**src/rtl/mcu_port_pkg.sv**
```systemverilog
package mcu_port_pkg;
  localparam int OFS_W = 3;
  localparam logic [OFS_W-1:0] OFS_DOUT = 3'h0;
  localparam logic [OFS_W-1:0] OFS_PINS = 3'h1;
  localparam logic [OFS_W-1:0] OFS_CTRL = 3'h2;
  localparam logic [OFS_W-1:0] OFS_DIR  = 3'h4;
  localparam logic [OFS_W-1:0] OFS_DRV  = 3'h6;
  localparam logic [OFS_W-1:0] OFS_MODE = 3'h7;

  typedef struct packed {
    logic addr_sel;
    logic dir;
    logic open_drain;
    logic dout;
  } pin_cfg_t;
endpackage

```
**src/rtl/port_cfg_regs.sv**
```systemverilog
module port_cfg_regs
  import mcu_port_pkg::*;
#(
  parameter int W = 8
) (
  input  logic             clk,
  input  logic             rst_n,
  input  logic [OFS_W-1:0] bus_ofs,
  input  logic             bus_wr,
  input  logic [W-1:0]     bus_wdata,
  input  logic [W-1:0]     pin_in,
  output logic [W-1:0]     dout_q,
  output logic [W-1:0]     ctrl_q,
  output logic [W-1:0]     dir_q,
  output logic [W-1:0]     drv_q,
  output logic             periph_en,
  output logic [W-1:0]     bus_rdata
);
  localparam int MODE_BIT = W - 1;

  always_ff @(posedge clk or negedge rst_n) begin
    if (!rst_n) begin
      dout_q    <= '0;
      ctrl_q    <= '0;
      dir_q     <= '0;
      drv_q     <= '0;
      periph_en <= 1'b0;
    end else if (bus_wr) begin
      case (bus_ofs)
        OFS_DOUT: dout_q    <= bus_wdata;
        OFS_CTRL: ctrl_q    <= bus_wdata;
        OFS_DIR:  dir_q     <= bus_wdata;
        OFS_DRV:  drv_q     <= bus_wdata;
        OFS_MODE: periph_en <= bus_wdata[MODE_BIT];
        default:  ;
      endcase
    end
  end

  always_comb begin
    bus_rdata = '0;
    case (bus_ofs)
      OFS_DOUT: bus_rdata = dout_q;
      OFS_PINS: bus_rdata = pin_in;
      OFS_CTRL: bus_rdata = ctrl_q;
      OFS_DIR:  bus_rdata = dir_q;
      OFS_DRV:  bus_rdata = drv_q;
      OFS_MODE: bus_rdata[MODE_BIT] = periph_en;
      default:  bus_rdata = '0;
    endcase
  end

  // a control write lands on the next edge
  p_ctrl_write_r2: assert property (@(posedge clk) disable iff (!rst_n)
    (bus_wr && bus_ofs == OFS_CTRL) |=> (ctrl_q == $past(bus_wdata)));

  // configuration holds while no write is presented
  p_cfg_hold_r3: assert property (@(posedge clk) disable iff (!rst_n)
    !bus_wr |=> ($stable(dir_q) && $stable(drv_q) && $stable(ctrl_q)));
endmodule

```
**src/rtl/port_addr_latch.sv**
```systemverilog
module port_addr_latch #(
  parameter int W = 8
) (
  input  logic         clk,
  input  logic         rst_n,
  input  logic         addr_strobe,
  input  logic [W-1:0] pin_in,
  output logic [W-1:0] addr_in
);
  logic [W-1:0] held_q;

  always_ff @(posedge clk or negedge rst_n) begin
    if (!rst_n)           held_q <= '0;
    else if (addr_strobe) held_q <= pin_in;
  end

  assign addr_in = addr_strobe ? pin_in : held_q;

  // with the strobe low on two edges, the latched value does not move
  p_latch_hold_r6: assert property (@(posedge clk) disable iff (!rst_n)
    (!addr_strobe && $past(!addr_strobe)) |-> (addr_in == $past(addr_in)));
endmodule

```
**src/rtl/port_pin_drive.sv**
```systemverilog
module port_pin_drive
  import mcu_port_pkg::*;
#(
  parameter int W = 8
) (
  input  logic         clk,
  input  logic         rst_n,
  input  logic [W-1:0] dout_q,
  input  logic [W-1:0] ctrl_q,
  input  logic [W-1:0] dir_q,
  input  logic [W-1:0] drv_q,
  input  logic [W-1:0] mcu_addr,
  input  logic         periph_en,
  input  logic         psel_any,
  input  logic         ext_wr,
  input  logic         ext_rd,
  input  logic [W-1:0] ext_wdata,
  output logic [W-1:0] pin_out,
  output logic [W-1:0] pin_oe
);
  logic periph_drive;
  assign periph_drive = psel_any & ext_wr & ~ext_rd;

  for (genvar i = 0; i < W; i++) begin : g_pin
    pin_cfg_t cfg;
    logic     val;
    logic     gen_oe;
    logic     gen_out;

    assign cfg     = '{addr_sel: ctrl_q[i], dir: dir_q[i],
                       open_drain: drv_q[i], dout: dout_q[i]};
    assign val     = cfg.addr_sel ? mcu_addr[i] : cfg.dout;
    assign gen_oe  = cfg.dir & (cfg.open_drain ? ~val : 1'b1);
    assign gen_out = gen_oe & val & ~cfg.open_drain;

    assign pin_oe[i]  = periph_en ? periph_drive : gen_oe;
    assign pin_out[i] = periph_en ? (periph_drive & ext_wdata[i]) : gen_out;
  end

  // push-pull address-out pins show the address bit
  p_addr_out_r1: assert property (@(posedge clk) disable iff (!rst_n)
    !periph_en |-> (((pin_out ^ mcu_addr) & ctrl_q & dir_q & ~drv_q) == '0));

  // a pin with direction 0 is never driven outside peripheral mode
  p_dir_off_r4: assert property (@(posedge clk) disable iff (!rst_n)
    !periph_en |-> ((pin_oe & ~dir_q) == '0));

  // open-drain pins never drive high
  p_od_no_high_r5: assert property (@(posedge clk) disable iff (!rst_n)
    !periph_en |-> ((pin_oe & pin_out & drv_q) == '0));

  // no select in peripheral mode leaves all pins floating
  p_periph_quiet_r8: assert property (@(posedge clk) disable iff (!rst_n)
    (periph_en && !psel_any) |-> (pin_oe == '0));

  // conflicting strobes drive no pin
  p_strobe_clash_r10: assert property (@(posedge clk) disable iff (!rst_n)
    (periph_en && ext_rd && ext_wr) |-> (pin_oe == '0));
endmodule

```
**src/rtl/mcu_port_ctrl.sv**
```systemverilog
module mcu_port_ctrl
  import mcu_port_pkg::*;
#(
  parameter int W = 8
) (
  input  logic             clk,
  input  logic             rst_n,
  input  logic [OFS_W-1:0] bus_ofs,
  input  logic             bus_wr,
  input  logic [W-1:0]     bus_wdata,
  output logic [W-1:0]     bus_rdata,
  input  logic [W-1:0]     mcu_addr,
  input  logic             addr_strobe,
  output logic [W-1:0]     addr_in,
  input  logic             psel0,
  input  logic             psel1,
  input  logic             ext_rd,
  input  logic             ext_wr,
  input  logic [W-1:0]     ext_wdata,
  output logic [W-1:0]     ext_rdata,
  output logic             ext_rdata_oe,
  input  logic [W-1:0]     pin_in,
  output logic [W-1:0]     pin_out,
  output logic [W-1:0]     pin_oe
);
  logic [W-1:0] dout_q, ctrl_q, dir_q, drv_q;
  logic         periph_en;
  logic         psel_any;

  assign psel_any = psel0 | psel1;

  port_cfg_regs #(.W(W)) u_regs (
    .clk(clk), .rst_n(rst_n), .bus_ofs(bus_ofs), .bus_wr(bus_wr),
    .bus_wdata(bus_wdata), .pin_in(pin_in), .dout_q(dout_q),
    .ctrl_q(ctrl_q), .dir_q(dir_q), .drv_q(drv_q),
    .periph_en(periph_en), .bus_rdata(bus_rdata)
  );

  port_addr_latch #(.W(W)) u_latch (
    .clk(clk), .rst_n(rst_n), .addr_strobe(addr_strobe),
    .pin_in(pin_in), .addr_in(addr_in)
  );

  port_pin_drive #(.W(W)) u_drive (
    .clk(clk), .rst_n(rst_n), .dout_q(dout_q), .ctrl_q(ctrl_q),
    .dir_q(dir_q), .drv_q(drv_q), .mcu_addr(mcu_addr),
    .periph_en(periph_en), .psel_any(psel_any), .ext_wr(ext_wr),
    .ext_rd(ext_rd), .ext_wdata(ext_wdata), .pin_out(pin_out),
    .pin_oe(pin_oe)
  );

  assign ext_rdata_oe = periph_en & psel_any & ext_rd & ~ext_wr;
  assign ext_rdata    = ext_rdata_oe ? pin_in : '0;

  // a peripheral read never drives the pins
  p_periph_read_r7: assert property (@(posedge clk) disable iff (!rst_n)
    ext_rdata_oe |-> (pin_oe == '0));
endmodule

```
**config.mk**
```make
export PLATFORM = sky130hd
export DESIGN_NAME = mcu_port_ctrl
export DESIGN_NICKNAME = d
export VERILOG_FILES = /design/src/rtl/mcu_port_pkg.sv /design/src/rtl/port_cfg_regs.sv /design/src/rtl/port_addr_latch.sv /design/src/rtl/port_pin_drive.sv /design/src/rtl/mcu_port_ctrl.sv
export SDC_FILE = /design/constraint.sdc
export NUM_CORES = 1
export LEC_CHECK = 0
export ABC_AREA = 1
export BUFFER_PORTS_ARGS = -buffer_cell sky130_fd_sc_hd__buf_2
export CAP_MARGIN = 10
export CORE_MARGIN = 4
export CORE_UTILIZATION = 50
export CTS_CLUSTER_SIZE = 8
export DETAILED_ROUTE_END_ITERATION = 10
export PLACE_DENSITY_LB_ADDON = 0.12
export SLEW_MARGIN = 20
export SYNTH_ARGS = -nofsm -noshare
export SYNTH_HDL_FRONTEND = slang
export SYNTH_SLANG_ARGS = --single-unit
export TNS_END_PERCENT = 10
```
**constraint.sdc**
```tcl
create_clock -name clk -period 1.3 [get_ports clk]
set_clock_uncertainty 0.1 [all_clocks]
set_input_delay 0.195 -clock clk [delete_from_list [all_inputs] [get_ports clk]]
set_output_delay 0.195 -clock clk [all_outputs]
set_load 0.005 [all_outputs]
```
==> out/metrics.yaml <==
num_vias: 2685
ir_drop_v: 0.000622
run_status: "finished, violations left"
category_of_the_most_critical_setup_path: "reg -> out"
p_sw_mw: 1.25
die_y_um: 77.5
clk_latency_ns: 0.29
totalWireLength_um: 7510
unrepaired_setup_endpoints_after_global_routing: "yes"
ctsLongestPathBuffers: 2
rr_worst_depth: 3
whs_path_depth: 3
worstHoldPathType: "in -> reg"
placement.setup.worst_slack_ns: -0.128
tritoncts_clock_tree: "done"
fmax_ghz: 0.611
rows: 25
synth_top_cell_area_share: 0.424
max_stage_delay_ns: 0.43
grt_max_degree: 42
antenna-diode-count: 0
grt_antenna_before_repair: 0
final_core_utilization: 0.713
wl_met3_um: 673
peak_fanout_along_the_critical_path: 4
worst-slew-pin-transition_ns: 0.413
route.detailed.vias_per_inst: 5.16
ys_top_cells_by_count: "147 x sky130_fd_sc_hd__nand2_1, 41 x sky130_fd_sc_hd__dfrtp_1, 35 x sky130_fd_sc_hd__inv_1"
p_leak_nw: 1.85
netSwitchingFraction: 0.350
grt_use_total: 0.259
global_route_overflow: 0
initial_utilization: 0.515
numClockSinks: 41
multiInputGateArea_mm2: 0.00133
seq_area_frac_synth: 0.424
share_clk_of_total_power: 0.215
critical_path_arrival_ns: 1.34
whs_ns: 0.0418
wire_length_on_met1_um: 3210
fin_crit_ns: 1.64
required_ns: 1.00
final-setup-viol-count: 33
grt_first_pass_wirelength_um: 12300
wl_met2_um: 3550
power.share.sequential: 0.477
post-route-period-util: 1.26
synth.largest_area_cell: "sky130_fd_sc_hd__dfrtp_1"
finalMaxSlewViolations: 0
relative_slew_slack: 0.725
clock_tree.htree_level_count: 2
clk_pin_slew_ns: 0.07
synthesized_nets: 403
placement.io_buffers: 83
critPathCaptureType: "primary output"
final_layout_size_suffix_gt1_frac: 0.367
cts-buffers-inserted: 5
asyncSetResetFlopFracSynth: 1.00
syn-cell-area_mm2: 0.00242
violations: "setup timing"
comb_power_share: 0.308
cell_by_cell_listing_of_the_critical_path: "buf_6 > nand4_1 > buf_2 > nor2_1 > buf_2"
layout-area-overhead-vs-synth_pct: 38.4
post-route-drc-count: 0
crit_path_frequent_cell: "sky130_fd_sc_hd__buf_2"
num-fill-cells: 395
synthMostInstantiatedCell: "sky130_fd_sc_hd__nand2_1"
avgRoutedWirePerCell_um: 14.4
core_area_mm2: 0.00469
leading_register_cell_type_out_of_synthesis: "sky130_fd_sc_hd__dfrtp_1"
avgSynthCellArea_um2: 6.71
fp.dieW_um: 77.5
number_of_global_route_vias_before_repair: 2525
drt.antenna.violating_nets: 0
crit_path_top_delay_cell: "sky130_fd_sc_hd__dfrtp_2"
final_net_count: 510
dpl.hpwl_um: 5340
drt_pass1_iterations: 4
synth_cell_type_count: 19
total_power_mw: 3.59
cellInternalPower_mw: 2.33
floorplan.io_pins: 84
seq_area_mm2: 0.00103
cts_root_buffer: "sky130_fd_sc_hd__clkbuf_8"
post-route-worst-setup-slack_ns: -0.337
syn_inst: 360
synth-seq-cells: 41
post_synth_edffs: 0
timing.max_cap.violations: 0
detail_route.iter0.violations: 223
synth_area_leaders: "sky130_fd_sc_hd__dfrtp_1 42%, sky130_fd_sc_hd__nand2_1 23%, sky130_fd_sc_hd__nand3_1 7.0%"
power.density_mw_per_mm2: 1070
final_weighted_congestion_in_routability_driven_placement: 0.822
worst_setup_path_start_kind: "flip-flop"
dieArea_mm2: 0.00601
final_count_of_hold_timing_violations: 0
top_layer: "met4"
synth_warnings: 0
[path summary, 6_finish.rpt]
path	start	endpoint	slack (ns)
setup / recovery	u_regs.periph_en	ext_rdata[6]	-0.34
hold / removal	bus_wdata[6]	u_regs.drv_q[6]	0.04
setup reg to reg	u_regs.periph_en	u_regs.periph_en	0.31
hold reg to reg	u_latch.held_q[5]	u_latch.held_q[5]	0.42
max in group asynchronous	rst_n	u_regs.drv_q[4]	0.58
min in group asynchronous	rst_n	u_latch.held_q[6]	0.29
[timing repair]
| item | 4_1_cts | 5_1_grt |
|---|---|---|
| gates resized for setup | 16 | 45 |
| pin swaps | 19 | 6 |
| endpoints found under the hold margin | 41 | 0 |
| hold buffers | 1 | 0 |
| setup endpoints to repair | 34 | 41 |
| buffers inserted | 1 | 0 |
| gates cloned | 0 | 1 |
[through the flow]
step                      TNS [ns]  instances  area (um^2)
after global routing        -10.83        520         3340
after floorplan                  0        360         2420
final                        -8.15        520         3340
after CTS                    -8.40        519         3220
after global placement      -0.573        511         3070
after detailed placement     -1.62        511         3070
[worst max-delay path, delay by kind of cell, from the launching register on]
kind	cells	cell delay, ns
buffers and inverters	3	0.41
flip-flops	1	0.43
AND/OR/NAND/NOR	2	0.22
[placed cells by master (no fill, tap or decap), types with 7 or more instances in the layout]
| cell | n |
|---|---|
| sky130_fd_sc_hd__o21ai_0 | 13 |
| sky130_fd_sc_hd__buf_4 | 16 |
| sky130_fd_sc_hd__dfrtp_1 | 38 |
| sky130_fd_sc_hd__nand2_2 | 13 |
| sky130_fd_sc_hd__o21ai_1 | 10 |
| sky130_fd_sc_hd__nand2_1 | 136 |
| sky130_fd_sc_hd__nand4_1 | 11 |
| sky130_fd_sc_hd__nor2_2 | 9 |
| sky130_fd_sc_hd__a21oi_2 | 8 |
| sky130_fd_sc_hd__nor2_4 | 7 |
| sky130_fd_sc_hd__buf_2 | 84 |
| sky130_fd_sc_hd__nor2_1 | 17 |
| sky130_fd_sc_hd__nor3_2 | 7 |
| sky130_fd_sc_hd__nand3_1 | 34 |
| sky130_fd_sc_hd__inv_1 | 34 |
[sequential cells by signal, indices dropped and copies added, names as in the netlist]
name	cells
u_regs.periph_en	1
u_regs.dout_q	8
u_regs.dir_q	8
u_regs.drv_q	8
u_latch.held_q	8
u_regs.ctrl_q	8
[layout make-up]
| class | instances | share of cell area |
|---|---|---|
| multi-input cells | 269 | 0.396 |
| flip-flops and latches | 41 | 0.308 |
| repair buffers | 111 | 0.210 |
| inverters | 39 | 0.0438 |
| clock buffers | 5 | 0.0206 |
| well taps | 54 | 0.0202 |
| clock inverters | 1 | 0.00150 |
[cell families after synthesis]
family                 share of synthesized area
AND/OR/NAND/NOR                            0.419
flip-flops                                 0.424
buffers and inverters                     0.0885
AO/OA/AOI/OAI                             0.0683
[power by group through the flow]
stage | Combinational, mW | Clock [mW] | Sequential [mW]
CTS | 1.03 | 0.788 | 1.69
floorplan | 0.539 | 0 | 1.65
detailed placement | 0.982 | 0 | 1.70
global route | 1.24 | 0.841 | 1.74
finish | 1.10 | 0.770 | 1.71
global placement | 0.956 | 0 | 1.69
[per-layer routing]
metal  global-route usage  vias to the layer above
li1                     -                     1359
met1                0.351                     1199
met2                0.413                      119
met3               0.0568                        8
met4               0.0836                        0
met5                    0                        -
No activity file was read; power rests on OpenSTA's default activity.
